<file path="config.mk">
export PLATFORM = sky130hd
export DESIGN_NAME = sp_pair_gate
export DESIGN_NICKNAME = d
export VERILOG_FILES = /design/src/rtl/spg_pkg.sv /design/src/rtl/spg_ptr.sv /design/src/rtl/spg_pair_gate.sv /design/src/rtl/spg_irq_arb.sv /design/src/rtl/sp_pair_gate.sv
export SDC_FILE = /design/constraint.sdc
export NUM_CORES = 1
export LEC_CHECK = 0
export BUFFER_PORTS_ARGS = -buffer_cell sky130_fd_sc_hd__buf_2
export CORE_ASPECT_RATIO = 0.75
export CORE_MARGIN = 1.5
export CORE_UTILIZATION = 30
export CTS_CLUSTER_SIZE = 14
export DETAILED_ROUTE_END_ITERATION = 6
export GPL_ROUTABILITY_DRIVEN = 0
export PLACE_DENSITY = 0.55
export SKIP_LAST_GASP = 1
export SYNTH_ARGS = -nofsm -noshare
export SYNTH_HDL_FRONTEND = slang
export SYNTH_HIERARCHICAL = 1
export SYNTH_SLANG_ARGS = --single-unit
</file>
<file path="constraint.sdc">
create_clock -name clk -period 7.63 [get_ports clk]
set_input_delay 1.526 -clock clk [delete_from_list [all_inputs] [get_ports clk]]
set_output_delay 1.526 -clock clk [all_outputs]
set_load 0.005 [all_outputs]
</file>
<file path="src/rtl/spg_pkg.sv">
package spg_pkg;
  typedef enum logic [1:0] {
    OP_NONE = 2'b00,
    OP_CALL = 2'b01,
    OP_RET  = 2'b10,
    OP_RETI = 2'b11
  } stk_op_e;
endpackage

</file>
<file path="src/rtl/spg_ptr.sv">
// One cyclic stack pointer: load, pre-decrement push, post-increment pop.
module spg_ptr #(
  parameter int W    = 10,
  parameter int STEP = 4
) (
  input  logic         clk,
  input  logic         rst_n,
  input  logic         wr,
  input  logic [W-1:0] wr_data,
  input  logic         dec,
  input  logic         inc,
  output logic [W-1:0] sp
);
  localparam logic [W-1:0] STEP_V = W'(STEP);

  logic [W-1:0] sp_q;

  always_ff @(posedge clk or negedge rst_n) begin
    if (!rst_n)   sp_q <= '0;
    else if (wr)  sp_q <= wr_data;
    else if (dec) sp_q <= sp_q - STEP_V;
    else if (inc) sp_q <= sp_q + STEP_V;
  end

  assign sp = sp_q;


  wr_wins_chk: assert property (@(posedge clk) disable iff (!rst_n)
    wr |=> sp == $past(wr_data));


  dec_wrap_chk: assert property (@(posedge clk) disable iff (!rst_n)
    (dec && !wr && !inc) |=> sp == W'($past(sp) + (~STEP_V) + 1'b1));
endmodule

</file>
<file path="src/rtl/spg_pair_gate.sv">
// Tracks which pointers were written since reset or the last single rewrite.
module spg_pair_gate (
  input  logic clk,
  input  logic rst_n,
  input  logic wr16,
  input  logic wr4,
  output logic open
);
  logic got16_q, got4_q;
  logic both;

  assign both = got16_q & got4_q;

  always_ff @(posedge clk or negedge rst_n) begin
    if (!rst_n) begin
      got16_q <= 1'b0;
      got4_q  <= 1'b0;
    end else if (both) begin
      if (wr16 && !wr4) got4_q  <= 1'b0;
      if (wr4 && !wr16) got16_q <= 1'b0;
    end else begin
      got16_q <= got16_q | wr16;
      got4_q  <= got4_q | wr4;
    end
  end

  assign open = both;


  open_needs_wr_chk: assert property (@(posedge clk) disable iff (!rst_n)
    $rose(open) |-> $past(wr16 || wr4));


  rearm_chk: assert property (@(posedge clk) disable iff (!rst_n)
    (open && (wr16 != wr4)) |=> !open);
endmodule

</file>
<file path="src/rtl/spg_irq_arb.sv">
// Acceptance, priority, vector, flags and program-counter load selection.
module spg_irq_arb #(
  parameter int          IDX_W    = 4,
  parameter int          PC_W     = 16,
  parameter logic [15:0] BOOT_PC  = 16'h0110,
  parameter logic [15:0] NMI_VEC  = 16'h0100,
  parameter logic [15:0] IRQ_BASE = 16'h0104
) (
  input  logic             clk,
  input  logic             rst_n,
  input  logic             gate_open,
  input  logic             busy,
  input  logic             nmi_req,
  input  logic             irq_req,
  input  logic [IDX_W-1:0] irq_idx,
  input  logic             ie_set,
  input  logic             ie_clr,
  input  logic             ext_set,
  input  logic             ext_clr,
  output logic             take,
  output logic             ie_flag,
  output logic             ext_flag,
  output logic             pc_ld,
  output logic [PC_W-1:0]  pc_ld_addr
);
  localparam int PAD = PC_W - IDX_W - 1;

  logic            ie_q, ext_q, boot_q;
  logic            free, nmi_win, irq_win;
  logic [PC_W-1:0] vec;

  assign free    = gate_open & ~busy;
  assign nmi_win = free & nmi_req;
  assign irq_win = free & ~nmi_req & irq_req & ie_q;
  assign take    = nmi_win | irq_win;

  always_comb begin
    if (nmi_req) vec = PC_W'(NMI_VEC);
    else         vec = PC_W'(IRQ_BASE) + {{PAD{1'b0}}, irq_idx, 1'b0};
  end

  always_ff @(posedge clk or negedge rst_n) begin
    if (!rst_n) begin
      ie_q   <= 1'b0;
      ext_q  <= 1'b0;
      boot_q <= 1'b1;
    end else begin
      boot_q <= 1'b0;
      if (take || ie_clr) ie_q <= 1'b0;
      else if (ie_set)    ie_q <= 1'b1;
      if (ext_clr)        ext_q <= 1'b0;
      else if (ext_set)   ext_q <= 1'b1;
    end
  end

  assign ie_flag    = ie_q;
  assign ext_flag   = ext_q;
  assign pc_ld      = boot_q | take;
  assign pc_ld_addr = boot_q ? PC_W'(BOOT_PC) : vec;


  take_clears_ie_chk: assert property (@(posedge clk) disable iff (!rst_n)
    take |=> !ie_flag);


  nmi_vec_chk: assert property (@(posedge clk) disable iff (!rst_n)
    (take && nmi_req) |-> pc_ld_addr == PC_W'(NMI_VEC));


  masked_chk: assert property (@(posedge clk) disable iff (!rst_n)
    (!ie_flag && !nmi_req) |-> !take);


  busy_chk: assert property (@(posedge clk) disable iff (!rst_n)
    busy |-> !take);
endmodule

</file>
<file path="src/rtl/sp_pair_gate.sv">
module sp_pair_gate #(
  parameter int          SP16_W     = 10,
  parameter int          SP4_W      = 8,
  parameter int          IDX_W      = 4,
  parameter int          PC_W       = 16,
  parameter int          CALL_WORDS = 4,
  parameter int          FLAG_WORDS = 1,
  parameter logic [15:0] BOOT_PC    = 16'h0110,
  parameter logic [15:0] NMI_VEC    = 16'h0100,
  parameter logic [15:0] IRQ_BASE   = 16'h0104
) (
  input  logic              clk,
  input  logic              rst_n,
  input  logic              sp16_wr,
  input  logic [SP16_W-1:0] sp16_wdata,
  input  logic              sp4_wr,
  input  logic [SP4_W-1:0]  sp4_wdata,
  input  logic [1:0]        stk_op,
  input  logic              nmi_req,
  input  logic              irq_req,
  input  logic [IDX_W-1:0]  irq_idx,
  input  logic              ie_set,
  input  logic              ie_clr,
  input  logic              ext_set,
  input  logic              ext_clr,
  output logic [SP16_W-1:0] sp16,
  output logic [SP4_W-1:0]  sp4,
  output logic              ie_flag,
  output logic              ext_flag,
  output logic              irq_take,
  output logic              pc_ld,
  output logic [PC_W-1:0]   pc_ld_addr
);
  import spg_pkg::*;

  stk_op_e op;
  logic    busy, gate_open, take;
  logic    dec16, inc16, dec4, inc4;

  assign op    = stk_op_e'(stk_op);
  assign busy  = sp16_wr | sp4_wr | (op != OP_NONE);
  assign dec16 = (op == OP_CALL) | take;
  assign inc16 = (op == OP_RET) | (op == OP_RETI);
  assign dec4  = take;
  assign inc4  = (op == OP_RETI);

  spg_ptr #(.W(SP16_W), .STEP(CALL_WORDS)) i_ptr16 (
    .clk(clk), .rst_n(rst_n), .wr(sp16_wr), .wr_data(sp16_wdata),
    .dec(dec16), .inc(inc16), .sp(sp16)
  );

  spg_ptr #(.W(SP4_W), .STEP(FLAG_WORDS)) i_ptr4 (
    .clk(clk), .rst_n(rst_n), .wr(sp4_wr), .wr_data(sp4_wdata),
    .dec(dec4), .inc(inc4), .sp(sp4)
  );

  spg_pair_gate i_gate (
    .clk(clk), .rst_n(rst_n), .wr16(sp16_wr), .wr4(sp4_wr), .open(gate_open)
  );

  spg_irq_arb #(
    .IDX_W(IDX_W), .PC_W(PC_W), .BOOT_PC(BOOT_PC),
    .NMI_VEC(NMI_VEC), .IRQ_BASE(IRQ_BASE)
  ) i_arb (
    .clk(clk), .rst_n(rst_n), .gate_open(gate_open), .busy(busy),
    .nmi_req(nmi_req), .irq_req(irq_req), .irq_idx(irq_idx),
    .ie_set(ie_set), .ie_clr(ie_clr), .ext_set(ext_set), .ext_clr(ext_clr),
    .take(take), .ie_flag(ie_flag), .ext_flag(ext_flag),
    .pc_ld(pc_ld), .pc_ld_addr(pc_ld_addr)
  );

  assign irq_take = take;


  entry_sp4_chk: assert property (@(posedge clk) disable iff (!rst_n)
    irq_take |=> sp4 == SP4_W'($past(sp4) - SP4_W'(FLAG_WORDS)));
endmodule

</file>
==> results.sh <==
export IMPL_rsz0062_at_grt="false"
export IMPL_hp_class="flip-flop to flip-flop"
export IMPL_vias_per_cell=4.44
export IMPL_ant_nets=0
export IMPL_r2r_setup_slack_ps=4380
export IMPL_async_flop_share=1.00
export IMPL_antenna_found_initial=0
export IMPL_ys_seq_area_frac=0.326
export IMPL_path_buf_inv=2
export IMPL_crit_arrival_ps=3320
export IMPL_powerDensity_nw_per_um2=182
export IMPL_fin_nets=298
export IMPL_crit_top_cell="buf_2"
export IMPL_via_count=1435
export IMPL_slowest_delay_ps=650
export IMPL_drive_above_1_share=0.359
export IMPL_area_delta_synth_final_pct=21.2
export IMPL_fin_skew_ps=4.35
export IMPL_diodes=0
export IMPL_cts_made_buffers=3
export IMPL_finalSetupTns_ps=0
export IMPL_synth_seq_cells=23
export IMPL_hold_depth=2
export IMPL_final_cells=323
export IMPL_gr_total_overflow=0
export IMPL_grt_max_degree=24
export IMPL_cp_required_ps=6100
export IMPL_vdd_drop_max_mv=0.0842
export IMPL_initial_core_util=0.321
export IMPL_clkTransAtPathRegs_ps=90
export IMPL_ys_warn_count=6
export IMPL_cp_start_kind="input pin"
export IMPL_ff2ff_path_depth=12
export IMPL_post_drt_wl_per_cell_um=12.2
export IMPL_firstDrtPassIters=5
export IMPL_grt_pass1_wl_mm=6.60
export IMPL_cts_root_buf="clkbuf_8"
export IMPL_period_minus_slack_ps=4840
export IMPL_final_core_util=0.389
export IMPL_detail_route_iter0_violations=48
export IMPL_coreArea_um2=5500
export IMPL_dieArea_um2=6360
export IMPL_slowest_stage="nor2_1"
export IMPL_dieHeight_um=69.5
export IMPL_io_buffer_count=60
export IMPL_slew_viol_final=0
export IMPL_die_w_um=91.6
export IMPL_ios=72
export IMPL_power_leakage_nw=1.08
export IMPL_synthFlopType="dfrtp_1"
export IMPL_cts_resized=0
export IMPL_grt_use_total=0.129
export IMPL_cap_violations=0
export IMPL_cts_tree="done"
export IMPL_fmax_mhz=206
export IMPL_worstPathCellList="buf_2 > or4_1 > nand2b_4 > nor2_1 > buf_2"
export IMPL_path_max_fanout=17
export IMPL_crit_path_end_kind="primary output"
export IMPL_rows=23
export IMPL_relSlewSlack=0.444
export IMPL_place_area_um2=2090
export IMPL_synthCells=190
export IMPL_cts_hold_buffers=0
export IMPL_remaining_drc_errors=0
export IMPL_setup_violations=0
export IMPL_cts_buffer_depth=2
export IMPL_place_inst=319
export IMPL_crit_type="input pin to primary output"
export IMPL_critPathTopFamily="simple AND/OR/NAND/NOR gates"
export IMPL_synth_edf_count=0
export IMPL_routed_wl_mm=3.95
export IMPL_fin_crit_sh=0.635
export IMPL_hp_start="i_arb/ext_flag"
export IMPL_final_common_cell="buf_2"
export IMPL_grt_pass1_vias=1369
export IMPL_cts_setup_buffers=0
export IMPL_h_tree_depth=1
export IMPL_mappedNetlistArea_um2=1770
export IMPL_syn_avg_cell_area_um2=9.30
export IMPL_cts_sinks=23
export IMPL_timing_rr_end="i_ptr16/sp[6]"
export IMPL_r2r_start="i_gate/got16_q"
export IMPL_p_total_uw=389
export IMPL_min_to="i_arb/ext_flag"
export IMPL_status="finished, final reports clean"
export IMPL_fin_area_um2=2140
export IMPL_worst_slew_pin_slew_ps=831
export IMPL_dp_hpwl_mm=3.05
export IMPL_clock_latency_ps=270
export IMPL_yosysUniqueCellTypes=34
export IMPL_finalHoldViolations=0
export IMPL_mostFrequentLayoutCells="buf_2, dfrtp_1, nand2_1, o21ai_0, mux2_2"
power by group:
part | internal, mW | leakage, nW | switching (mW) | total [mW]
registers | 0.141 | 0.268 | 0.0154 | 0.156
logic | 0.0767 | 0.791 | 0.0765 | 0.153
clock network | 0.0366 | 0.0255 | 0.0430 | 0.0796
total | 0.254 | 1.08 | 0.135 | 0.389
logic make-up (layout without fill, tap and decap cells):
group,after synthesis,after routing,share of synthesized area
adders and majority gates,15,15,0.115
muxes,14,14,0.0892
AOI/OAI and AO/OA,45,45,0.166
DFF,23,23,0.326
other,2,12,0.00425
and+or+nand+nor,48,48,0.141
xor gates and xnor gates,15,15,0.0744
buffers and inverters,28,76,0.0843
worst reg2reg max path: cells and delay by family, from the launching register on:
kind,cells,cell delay [ps]
buffers and inverters,2,210
DFF,1,370
AOI/OAI and AO/OA,3,580
muxes,2,500
and+or+nand+nor,3,890
adders and majority gates,1,480
xor gates and xnor gates,1,120
cells in the mapped netlist, types with 3 or more instances:
cell type	count	area, um2
xnor2_1	7	61.3
nor3_1	5	25.0
a21o_1	7	52.6
ha_1	13	163
nor2_1	8	30.0
clkbuf_1	3	11.3
a21oi_1	6	30.0
o21ai_0	16	80.1
and2_2	3	22.5
mux2_2	14	158
xor2_1	8	70.1
dfrtp_1	22	551
o21bai_1	4	30.0
buf_4	11	82.6
a21oi_2	3	26.3
inv_1	12	45.0
nand2_1	20	75.1
layer usage:
layer,part of all wire,track usage,wire length [um]
met1,0.54,0.198,2150
met2,0.38,0.176,1510
met3,0.069,0.0406,271
met4,0.0043,0.0208,17
met5,0,0,0
stage by stage:
step,hold slack (ps),worst slack [ps]
global placement,471,2570
global route,540,2540
floorplan,463,3070
finish,497,2790
detailed placement,490,2500
CTS,512,2740
worst max-delay path by stage:
stage                  from             to  slack, ps  cells past startpoint
finish              sp16_wr       irq_take       2790                      5
global route        sp16_wr  i_ptr16/sp[8]       2540                     13
CTS                 sp16_wr       irq_take       2740                      5
detailed placement  sp16_wr  i_ptr16/sp[6]       2500                     13
global placement    sp16_wr  i_ptr16/sp[6]       2570                     13
floorplan            sp4_wr  i_ptr16/sp[6]       3070                     12
sequential cells by signal, indices dropped and copies added (netlist names):
signal          cells
i_ptr4/sp           8
i_arb/boot_q        1
i_gate/got16_q      1
i_ptr16/sp         10
i_arb/ie_flag       1
i_gate/got4_q       1
i_arb/ext_flag      1
layout make-up:
class | instances | area, um2
Timing Repair Buffer | 60 | 300
Sequential cell | 23 | 577
Clock buffer | 3 | 41.3
Multi-Input combinational cell | 149 | 1080
Fill cell | 575 | 3360
Inverter | 12 | 45.0
Tap cell | 75 | 93.8
Clock inverter | 1 | 5.00
No activity file was read; power rests on OpenSTA's default activity.
